### config.mk
export PLATFORM = sky130hd
export DESIGN_NAME = cal_alarm_match
export DESIGN_NICKNAME = d
export VERILOG_FILES = /design/src/rtl/cal_alarm_pkg.sv /design/src/rtl/alarm_regfile.sv /design/src/rtl/alarm_field_cmp.sv /design/src/rtl/alarm_flag_ctrl.sv /design/src/rtl/cal_alarm_match.sv
export SDC_FILE = /design/constraint.sdc
export NUM_CORES = 1
export LEC_CHECK = 0
export ABC_CLOCK_PERIOD_IN_PS = 1800
export BUFFER_PORTS_ARGS = -buffer_cell sky130_fd_sc_hd__clkbuf_2
export CAP_MARGIN = 20
export CORE_MARGIN = 2
export CORE_UTILIZATION = 50
export CTS_CLUSTER_DIAMETER = 100
export DETAILED_ROUTE_END_ITERATION = 16
export PLACE_DENSITY = 0.77
export SETUP_SLACK_MARGIN = 0.02
export SLEW_MARGIN = 40
export SYNTH_ARGS = -nofsm -noshare
export SYNTH_HDL_FRONTEND = slang
export SYNTH_SLANG_ARGS = --single-unit
### constraint.sdc
create_clock -name clk -period 1.8 [get_ports clk]
set_input_delay 0.18 -clock clk [delete_from_list [all_inputs] [get_ports clk]]
set_output_delay 0.18 -clock clk [all_outputs]
set_load 0.05 [all_outputs]
### src/rtl/cal_alarm_pkg.sv
// Package: shared constants for the calendar alarm comparator.
// Assumes byte-wide registers and a 5-bit register address space.
package cal_alarm_pkg;
    localparam int ADDR_W     = 5;
    localparam int DATA_W     = 8;
    localparam int NUM_FIELDS = 5;
    localparam int LIVE_W     = 7;
    localparam int DIS_BIT    = 7;
    localparam int AF_BIT     = 4;
    localparam int AIE_BIT    = 1;
    localparam logic [ADDR_W-1:0] CTRL_ADDR = 5'h01;
    localparam logic [ADDR_W-1:0] ALM_BASE  = 5'h0A;

    // Number of value bits kept for field idx (sec, min, hour, mday, wday)
    function automatic int fld_w(input int idx);
        case (idx)
            0, 1:    return 7;
            2, 3:    return 6;
            default: return 3;
        endcase
    endfunction

    // Mask of kept value bits for field idx
    function automatic logic [LIVE_W-1:0] fld_mask(input int idx);
        return LIVE_W'((1 << fld_w(idx)) - 1);
    endfunction
endpackage

### src/rtl/alarm_regfile.sv
// Module: alarm_regfile
// Holds the alarm target registers. It stores the disable bit and only the
// value bits that each field keeps.
// Assumes: writes are single-cycle strobes; reset is synchronous, active low.
module alarm_regfile
    import cal_alarm_pkg::*;
#(
    parameter int N = NUM_FIELDS
) (
    input  logic                       clk,
    input  logic                       rst_n,
    input  logic                       we,
    input  logic [ADDR_W-1:0]          addr,
    input  logic [DATA_W-1:0]          wdata,
    output logic [N-1:0][DATA_W-1:0]   alm_q
);
    localparam logic [DATA_W-1:0] RST_VAL = DATA_W'(1 << DIS_BIT);

    for (genvar i = 0; i < N; i++) begin : g_reg
        localparam logic [ADDR_W-1:0] MY_ADDR = ADDR_W'(ALM_BASE + i);
        localparam logic [LIVE_W-1:0] MASK    = fld_mask(i);

        // Load this field's register on a write to its address
        always_ff @(posedge clk) begin
            if (!rst_n)
                alm_q[i] <= RST_VAL;
            else if (we && addr == MY_ADDR)
                alm_q[i] <= {wdata[DIS_BIT], wdata[LIVE_W-1:0] & MASK};
        end
    end
endmodule

### src/rtl/alarm_field_cmp.sv
// Module: alarm_field_cmp
// Compares each alarm field against its live value. A field with the disable
// bit set is skipped. Reports a match only if at least one field is enabled.
// Assumes: live values are stable while they are compared.
module alarm_field_cmp
    import cal_alarm_pkg::*;
#(
    parameter int N = NUM_FIELDS
) (
    input  logic                       clk,
    input  logic                       rst_n,
    input  logic [N-1:0][DATA_W-1:0]   alm_q,
    input  logic [N-1:0][LIVE_W-1:0]   live,
    output logic                       match_all
);
    logic [N-1:0] en;
    logic [N-1:0] eq;

    for (genvar i = 0; i < N; i++) begin : g_cmp
        localparam logic [LIVE_W-1:0] MASK = fld_mask(i);

        // Per-field enable and equality on the kept value bits
        always_comb begin
            en[i] = !alm_q[i][DIS_BIT];
            eq[i] = (alm_q[i][LIVE_W-1:0] & MASK) == (live[i] & MASK);
        end
    end

    // Combine: every enabled field equal, and at least one field enabled
    always_comb match_all = (|en) && (&(eq | ~en));

    AST_NONE_ENABLED_NO_MATCH: assert property (@(posedge clk) disable iff (!rst_n)
        (en == '0) |-> !match_all);
    AST_DISABLED_FIELD_FREE: assert property (@(posedge clk) disable iff (!rst_n)
        (match_all && alm_q[0][DIS_BIT]) |-> ($countones(en) >= 1));
endmodule

### src/rtl/alarm_flag_ctrl.sv
// Module: alarm_flag_ctrl
// Keeps the sticky alarm flag and the interrupt enable. A match on a tick sets
// the flag. A control write with a zero flag bit clears it, and a set wins
// over a clear in the same cycle.
// Assumes: tick is a one-cycle strobe.
module alarm_flag_ctrl
    import cal_alarm_pkg::*;
(
    input  logic clk,
    input  logic rst_n,
    input  logic tick,
    input  logic match_all,
    input  logic ctrl_we,
    input  logic wr_af,
    input  logic wr_aie,
    output logic af_q,
    output logic aie_q
);
    logic set_ev;
    logic clr_ev;

    // Decode the set and clear events
    always_comb begin
        set_ev = tick && match_all;
        clr_ev = ctrl_we && !wr_af;
    end

    // Sticky flag register; setting takes priority over clearing
    always_ff @(posedge clk) begin
        if (!rst_n)      af_q <= 1'b0;
        else if (set_ev) af_q <= 1'b1;
        else if (clr_ev) af_q <= 1'b0;
    end

    // Interrupt enable register
    always_ff @(posedge clk) begin
        if (!rst_n)       aie_q <= 1'b0;
        else if (ctrl_we) aie_q <= wr_aie;
    end

    AST_SET_NEEDS_TICK: assert property (@(posedge clk) disable iff (!rst_n)
        $rose(af_q) |-> $past(tick));
    AST_MATCH_SETS_FLAG: assert property (@(posedge clk) disable iff (!rst_n)
        (tick && match_all) |=> af_q);
    AST_FLAG_STICKY: assert property (@(posedge clk) disable iff (!rst_n)
        (af_q && !(ctrl_we && !wr_af)) |=> af_q);
    AST_CLEAR_WORKS: assert property (@(posedge clk) disable iff (!rst_n)
        (ctrl_we && !wr_af && !(tick && match_all)) |=> !af_q);
endmodule

### src/rtl/cal_alarm_match.sv
// Module: cal_alarm_match (top)
// Calendar alarm with per-field disable, a sticky flag and a gated active-low
// interrupt. Register reads are combinational from reg_addr.
// Assumes: live fields are BCD and stable during a tick cycle.
module cal_alarm_match
    import cal_alarm_pkg::*;
(
    input  logic              clk,
    input  logic              rst_n,
    input  logic              tick,
    input  logic [6:0]        live_sec,
    input  logic [6:0]        live_min,
    input  logic [5:0]        live_hour,
    input  logic [5:0]        live_mday,
    input  logic [2:0]        live_wday,
    input  logic              reg_we,
    input  logic [4:0]        reg_addr,
    input  logic [7:0]        reg_wdata,
    output logic [7:0]        reg_rdata,
    output logic              irq_n
);
    logic [NUM_FIELDS-1:0][DATA_W-1:0] alm_q;
    logic [NUM_FIELDS-1:0][LIVE_W-1:0] live;
    logic match_all;
    logic af_q;
    logic aie_q;
    logic ctrl_we;

    // Gather the live fields in register order, zero-extended
    always_comb begin
        live[0] = live_sec;
        live[1] = live_min;
        live[2] = LIVE_W'(live_hour);
        live[3] = LIVE_W'(live_mday);
        live[4] = LIVE_W'(live_wday);
        ctrl_we = reg_we && reg_addr == CTRL_ADDR;
    end

    alarm_regfile #(.N(NUM_FIELDS)) u_regs (
        .clk   (clk),
        .rst_n (rst_n),
        .we    (reg_we),
        .addr  (reg_addr),
        .wdata (reg_wdata),
        .alm_q (alm_q)
    );

    alarm_field_cmp #(.N(NUM_FIELDS)) u_cmp (
        .clk       (clk),
        .rst_n     (rst_n),
        .alm_q     (alm_q),
        .live      (live),
        .match_all (match_all)
    );

    alarm_flag_ctrl u_flag (
        .clk       (clk),
        .rst_n     (rst_n),
        .tick      (tick),
        .match_all (match_all),
        .ctrl_we   (ctrl_we),
        .wr_af     (reg_wdata[AF_BIT]),
        .wr_aie    (reg_wdata[AIE_BIT]),
        .af_q      (af_q),
        .aie_q     (aie_q)
    );

    // Read multiplexer: control byte, alarm registers, zero elsewhere
    always_comb begin
        reg_rdata = '0;
        if (reg_addr == CTRL_ADDR) begin
            reg_rdata[AF_BIT]  = af_q;
            reg_rdata[AIE_BIT] = aie_q;
        end
        for (int i = 0; i < NUM_FIELDS; i++) begin
            if (reg_addr == ADDR_W'(ALM_BASE + i))
                reg_rdata = alm_q[i];
        end
    end

    // Interrupt output: low while the flag is set and enabled
    always_comb irq_n = !(af_q && aie_q);

    AST_IRQ_NEEDS_FLAG: assert property (@(posedge clk) disable iff (!rst_n)
        !irq_n |-> (af_q && aie_q));
    AST_IRQ_HELD_WITH_FLAG: assert property (@(posedge clk) disable iff (!rst_n)
        (af_q && aie_q) |-> !irq_n);
endmodule

Word level (Yosys, flattened, before mapping)
Cells that the tools add are included.
- equal/unequal tests: 11
- multiplexer cells: 9
- bitwise logic cells: 2
- reductions and logical operators: 20
- operator list (operator ; number):
    2-to-1 mux 8 bit ; 5
    == test 5 x 4 -> 1 bit, second input constant ; 5
    == test 7 bit ; 2
    == test 6 bit ; 2
    logical AND 1 bit ; 10
    logical NOT 1 bit ; 7
    == test 5 x 1 -> 1 bit, second input constant ; 1
    inverter 5 bit ; 1
    bitwise OR 5 bit ; 1
    AND reduction 5 bit ; 1
    OR reduction 5 bit ; 1
    2-to-1 mux 1 bit ; 4
    == test 3 bit ; 1
    nonzero test 2 bit ; 1
- register bits after elaboration: 36
- output and inout bits: 9
- logic and storage cells: 49

Longest topological paths before layout
- depth in word-level cells: 7
- depth in mapped cells: 7

Cells and area by module
Synthesis repeated with hierarchy kept, for this count alone.
- cells, all modules: 263
- area total of the unflattened synthesis: 2318.5 µm²
- modules (own cells, without submodules) (module ; instances ; cells each ; area each (µm²)):
    alarm_regfile ; 1 ; 133 ; 1370.1
    cal_alarm_match ; 1 ; 80 ; 530.5
    alarm_field_cmp ; 1 ; 42 ; 336.6
    alarm_flag_ctrl ; 1 ; 8 ; 81.3

Worst setup path after synthesis
Ideal clock, no wire load.
- path kind: input-to-output
- start point: in reg_addr[1]
- end point: out reg_rdata[4]
- arrival time: 2047 ps
- required time: 1620 ps
- path slack: -427 ps
- cell stages on the path: 5
- buffers on the path: 1
- path through: clkbuf_2 nand3b_1 nor3_2 a222oi_1 o21ai_0
- word-level cells in the longest chain between the ends: 7
- RTL lines (item ; RTL line ; source):
    start, declared ; cal_alarm_match.sv:17 ; input logic [4:0] reg_addr,
    == test 5 x 1 -> 1 bit ; cal_alarm_match.sv:71 ; if (reg_addr == CTRL_ADDR) begin
    2-to-1 mux 1 bit ; cal_alarm_match.sv:71 ;
    2-to-1 mux 8 bit (4 in a row) ; cal_alarm_match.sv:76 ; if (reg_addr == ADDR_W'(ALM_BASE + i))
    2-to-1 mux 8 bit (*) ; cal_alarm_match.sv:76 ;
    end, declared ; cal_alarm_match.sv:19 ; output logic [7:0] reg_rdata,
Mark *: on every way between the ends. The rest lies on a longest branch, timed or not.

Worst setup path in the final report
- start point: reg u_flag.aie_q
- end point: out reg_rdata[1]
- word-level cells in the longest chain between the ends: 6
- RTL lines (item ; RTL line ; source):
    start, declared ; alarm_flag_ctrl.sv:17 ; output logic aie_q
    start signal, assigned ; alarm_flag_ctrl.sv:38 ; else if (ctrl_we) aie_q <= wr_aie;
    2-to-1 mux 1 bit ; cal_alarm_match.sv:71 ;
    2-to-1 mux 8 bit (5 in a row) ; cal_alarm_match.sv:76 ;
No other way between the ends.

==> results.tsv <==
metric	value	unit
status	complete, but fails checks	
violations	setup timing	
nets	343	
vias	1937	
synth_compound_area_frac	0.1613	
cp_slowest_cell	or3b_4	
yosysSeqAreaShare	0.3534	
wl_per_cell	15.32	um
fp.coreArea	3971	um^2
power.density	617.3	nW/um^2
dpl_cell_area	2509	um^2
ys_ff_latch	36	
area.growth.synth_to_final	28.22	%
worst_setup_path_start_kind	flop	
ir_worst_vdd	0.3995	mV
worst-path-stages	6	
grt_start_max_net_pins	28	
dr.pass1.iters	5	
cts_made_buffers	5	
cp_cell_sequence	or3b_4 > a211oi_2 > a21oi_1 > o21ai_1 > a22o_2 > buf_12	
place.gp.congestion	0.8411	
grt_antenna_before_repair	0	
synth_cell_type_count	39	
final_cells	348	
worstReg2RegEnd	u_flag.af_q$_SDFFE_PN0P_	
grt_pass1_wl	8749	um
start_util	0.5135	
critPathBufInv	1	
drt_iter0_drc	92	
cts_num_sinks	36	
first_global_vias	1862	
p_leak	1.146	nW
pin_count	55	
fin_total_pwr	1.614	mW
dpl_worst_slack	0.07534	ns
drive_above_1_share	0.2584	
dpl.hpwl	4036	um
finalWorstSetupSlack	-0.08798	ns
finalCritPeriodShare	1.049	
ys.flop_type	dfxtp_1	
tightestPinTransition	0.4836	ns
die_h	67.87	um
r2r_slack	0.17	ns
crit_end	reg_rdata[1]	
required	1.62	ns
clk_latency	0.29	ns
max_stage_delay	0.37	ns
avgSynthCellArea	8.569	um^2
period_needed	1.888	ns
drt-total-wl	5333	um
synth_top_family_by_area	simple AND/OR/NAND/NOR gates	
vias_per_cell	5.566	
ys_warn_count	0	
worstReg2RegStart	u_regs.alm_q[5]$_SDFFE_PN0P_	
htree_levels	2	
r2r_cells	5	
cts_tree	done	
synth_area	2039	um^2
drv_cap	0	
diodes	0	
clk_path_buf_depth	2	
syn-instance-count	238	
synthXorXnorAreaFrac	0.1245	
synth-async-reset-ratio	0	
fmax	529.7	MHz
hold_violations	0	
crit_fanout	2	
hold_class	input pin to flop	
port_buffers	54	
synth_nets	284	
arrival	1.71	ns
final_antenna_net_count	0	
synth_edf_count	0	
critPathKind	flop to output pin	
cts_root_buffer	clkbuf_8	
cts_hold_buf	0	
endpoint_kind	output pin	
rsz0062_at_grt	yes	
yosys.area_share.simple	0.2411	
grt-ovfl-total	0	
slew_headroom	0.6776	
hold_depth	3	
holdWs	0.1547	ns
fin_worst_skew	0.003747	ns
muxShareOfSynthArea	0.09325	
grt_usage	0.2569	
clk_pin_slew	0.07	ns
rows	23	
cp-startpoint	u_flag.aie_q$_SDFFE_PN0P_	
setup_viol	1	
finish.instance_area	2615	um^2
synth_fa_ha_area_frac	0	
cpLargestDelayFamily	compound AO/OA/AOI/OAI gates	
drc	0	
dieArea	4606	um^2
die_w	67.87	um
dp.cells	339	
slew_viol_final	0	
final cells by class:
type	count	area (um^2)
inverters	1	3.754
well taps	50	62.56
fillers	339	1356
clock buffers	8	90.09
multi-input cells	189	1274
repair buffers	64	462.9
flip-flops and latches	36	721.9
registers in the layout, indices dropped and copies added, names as in the netlist:
name and cells:
u_flag.af_q 1, u_flag.aie_q 1, u_regs.alm_q 34
per-stage QoR:
step / setup TNS, ns / util
5_1_grt: -0.1787 / 0.6585
4_1_cts: -0.08537 / 0.6585
2_1_floorplan: -0.2640 / -
3_3_place_gp: 0 / 0.6317
6_report: -0.08798 / 0.6585
3_5_place_dp: 0 / 0.6317
per-layer routing:
layer | track usage | share of wire | vias to the layer above
met2 | 0.4289 | 0.50 | 69
li1 | - | - | 967
met4 | 0.09250 | 0.018 | 0
met3 | 0.04605 | 0.059 | 8
met1 | 0.3330 | 0.43 | 893
met5 | 0 | 0 | -
where the power goes:
part / leakage (nW) / internal [mW] / switching (mW)
Combinational: 0.810 / 0.102 / 0.116
Clock: 0.0455 / 0.312 / 0.274
Sequential: 0.291 / 0.803 / 0.00673
cells in the mapped netlist, types with 2 or more instances:
library cell	instances	area (um^2)
dfxtp_1	36	720.7
nand2_1	32	120.1
nand3_1	27	135.1
mux2i_1	19	190.2
xor2_1	19	166.4
a21boi_0	18	135.1
nor2b_1	14	87.58
xnor2_1	10	87.58
o21ai_0	9	45.04
clkbuf_1	7	26.28
nor4_1	5	31.28
a221o_1	3	30.03
buf_2	3	15.01
nor2_1	3	11.26
a21oi_1	2	10.01
a22o_1	2	17.52
a22oi_1	2	15.01
a31oi_1	2	12.51
a41oi_1	2	17.52
and3_1	2	12.51
nand2b_1	2	12.51
nand3_2	2	20.02
placed cells by master (no fill, tap or decap), types with 3 or more instances in the layout:
master    Yosys  final
xnor2_1      10     10
o21ai_0       9      7
mux2i_1      19     19
nand3_1      27     27
buf_12        0      8
dfxtp_1      36     35
clkbuf_2      1     47
a221o_1       3      3
buf_4         0      9
nor2b_1      14     14
nand2_1      32     32
a21boi_0     18     18
o21ai_1       1      3
nor4_1        5      5
nor2_1        3      3
xor2_1       19     19
clkbuf_8      0      6
worst min path at each step:
stage,from,to
CTS,reg_wdata[6],u_regs.alm_q[14]$_SDFFE_PN0P_
floorplan,reg_wdata[7],u_regs.alm_q[23]$_SDFFE_PN1P_
detailed placement,reg_wdata[6],u_regs.alm_q[14]$_SDFFE_PN0P_
finish,reg_wdata[6],u_regs.alm_q[14]$_SDFFE_PN0P_
global route,reg_wdata[6],u_regs.alm_q[14]$_SDFFE_PN0P_
global placement,reg_wdata[6],u_regs.alm_q[14]$_SDFFE_PN0P_
cell families after synthesis:
| logic type | Yosys count |
|---|---|
| XOR/XNOR | 29 |
| multiplexers | 19 |
| AO/OA/AOI/OAI | 46 |
| flip-flops | 36 |
| AND/OR/NAND/NOR | 95 |
| buffers and inverters | 13 |
worst register-to-register path: stages, from the launching register on:
cell and delay (ns):
dfxtp_1 0.33, xor2_1 0.16, nor4_1 0.28, a41oi_1 0.16, or4_1 0.53, o21ai_1 0.11
timing repair:
action | CTS | global route
cloned | 0 | 0
gates resized for setup | 4 | 0
setup buffers | 1 | 0
endpoints found under the setup margin | 1 | 1
pin swaps | 3 | 3
(Power assumes the default switching activity.)
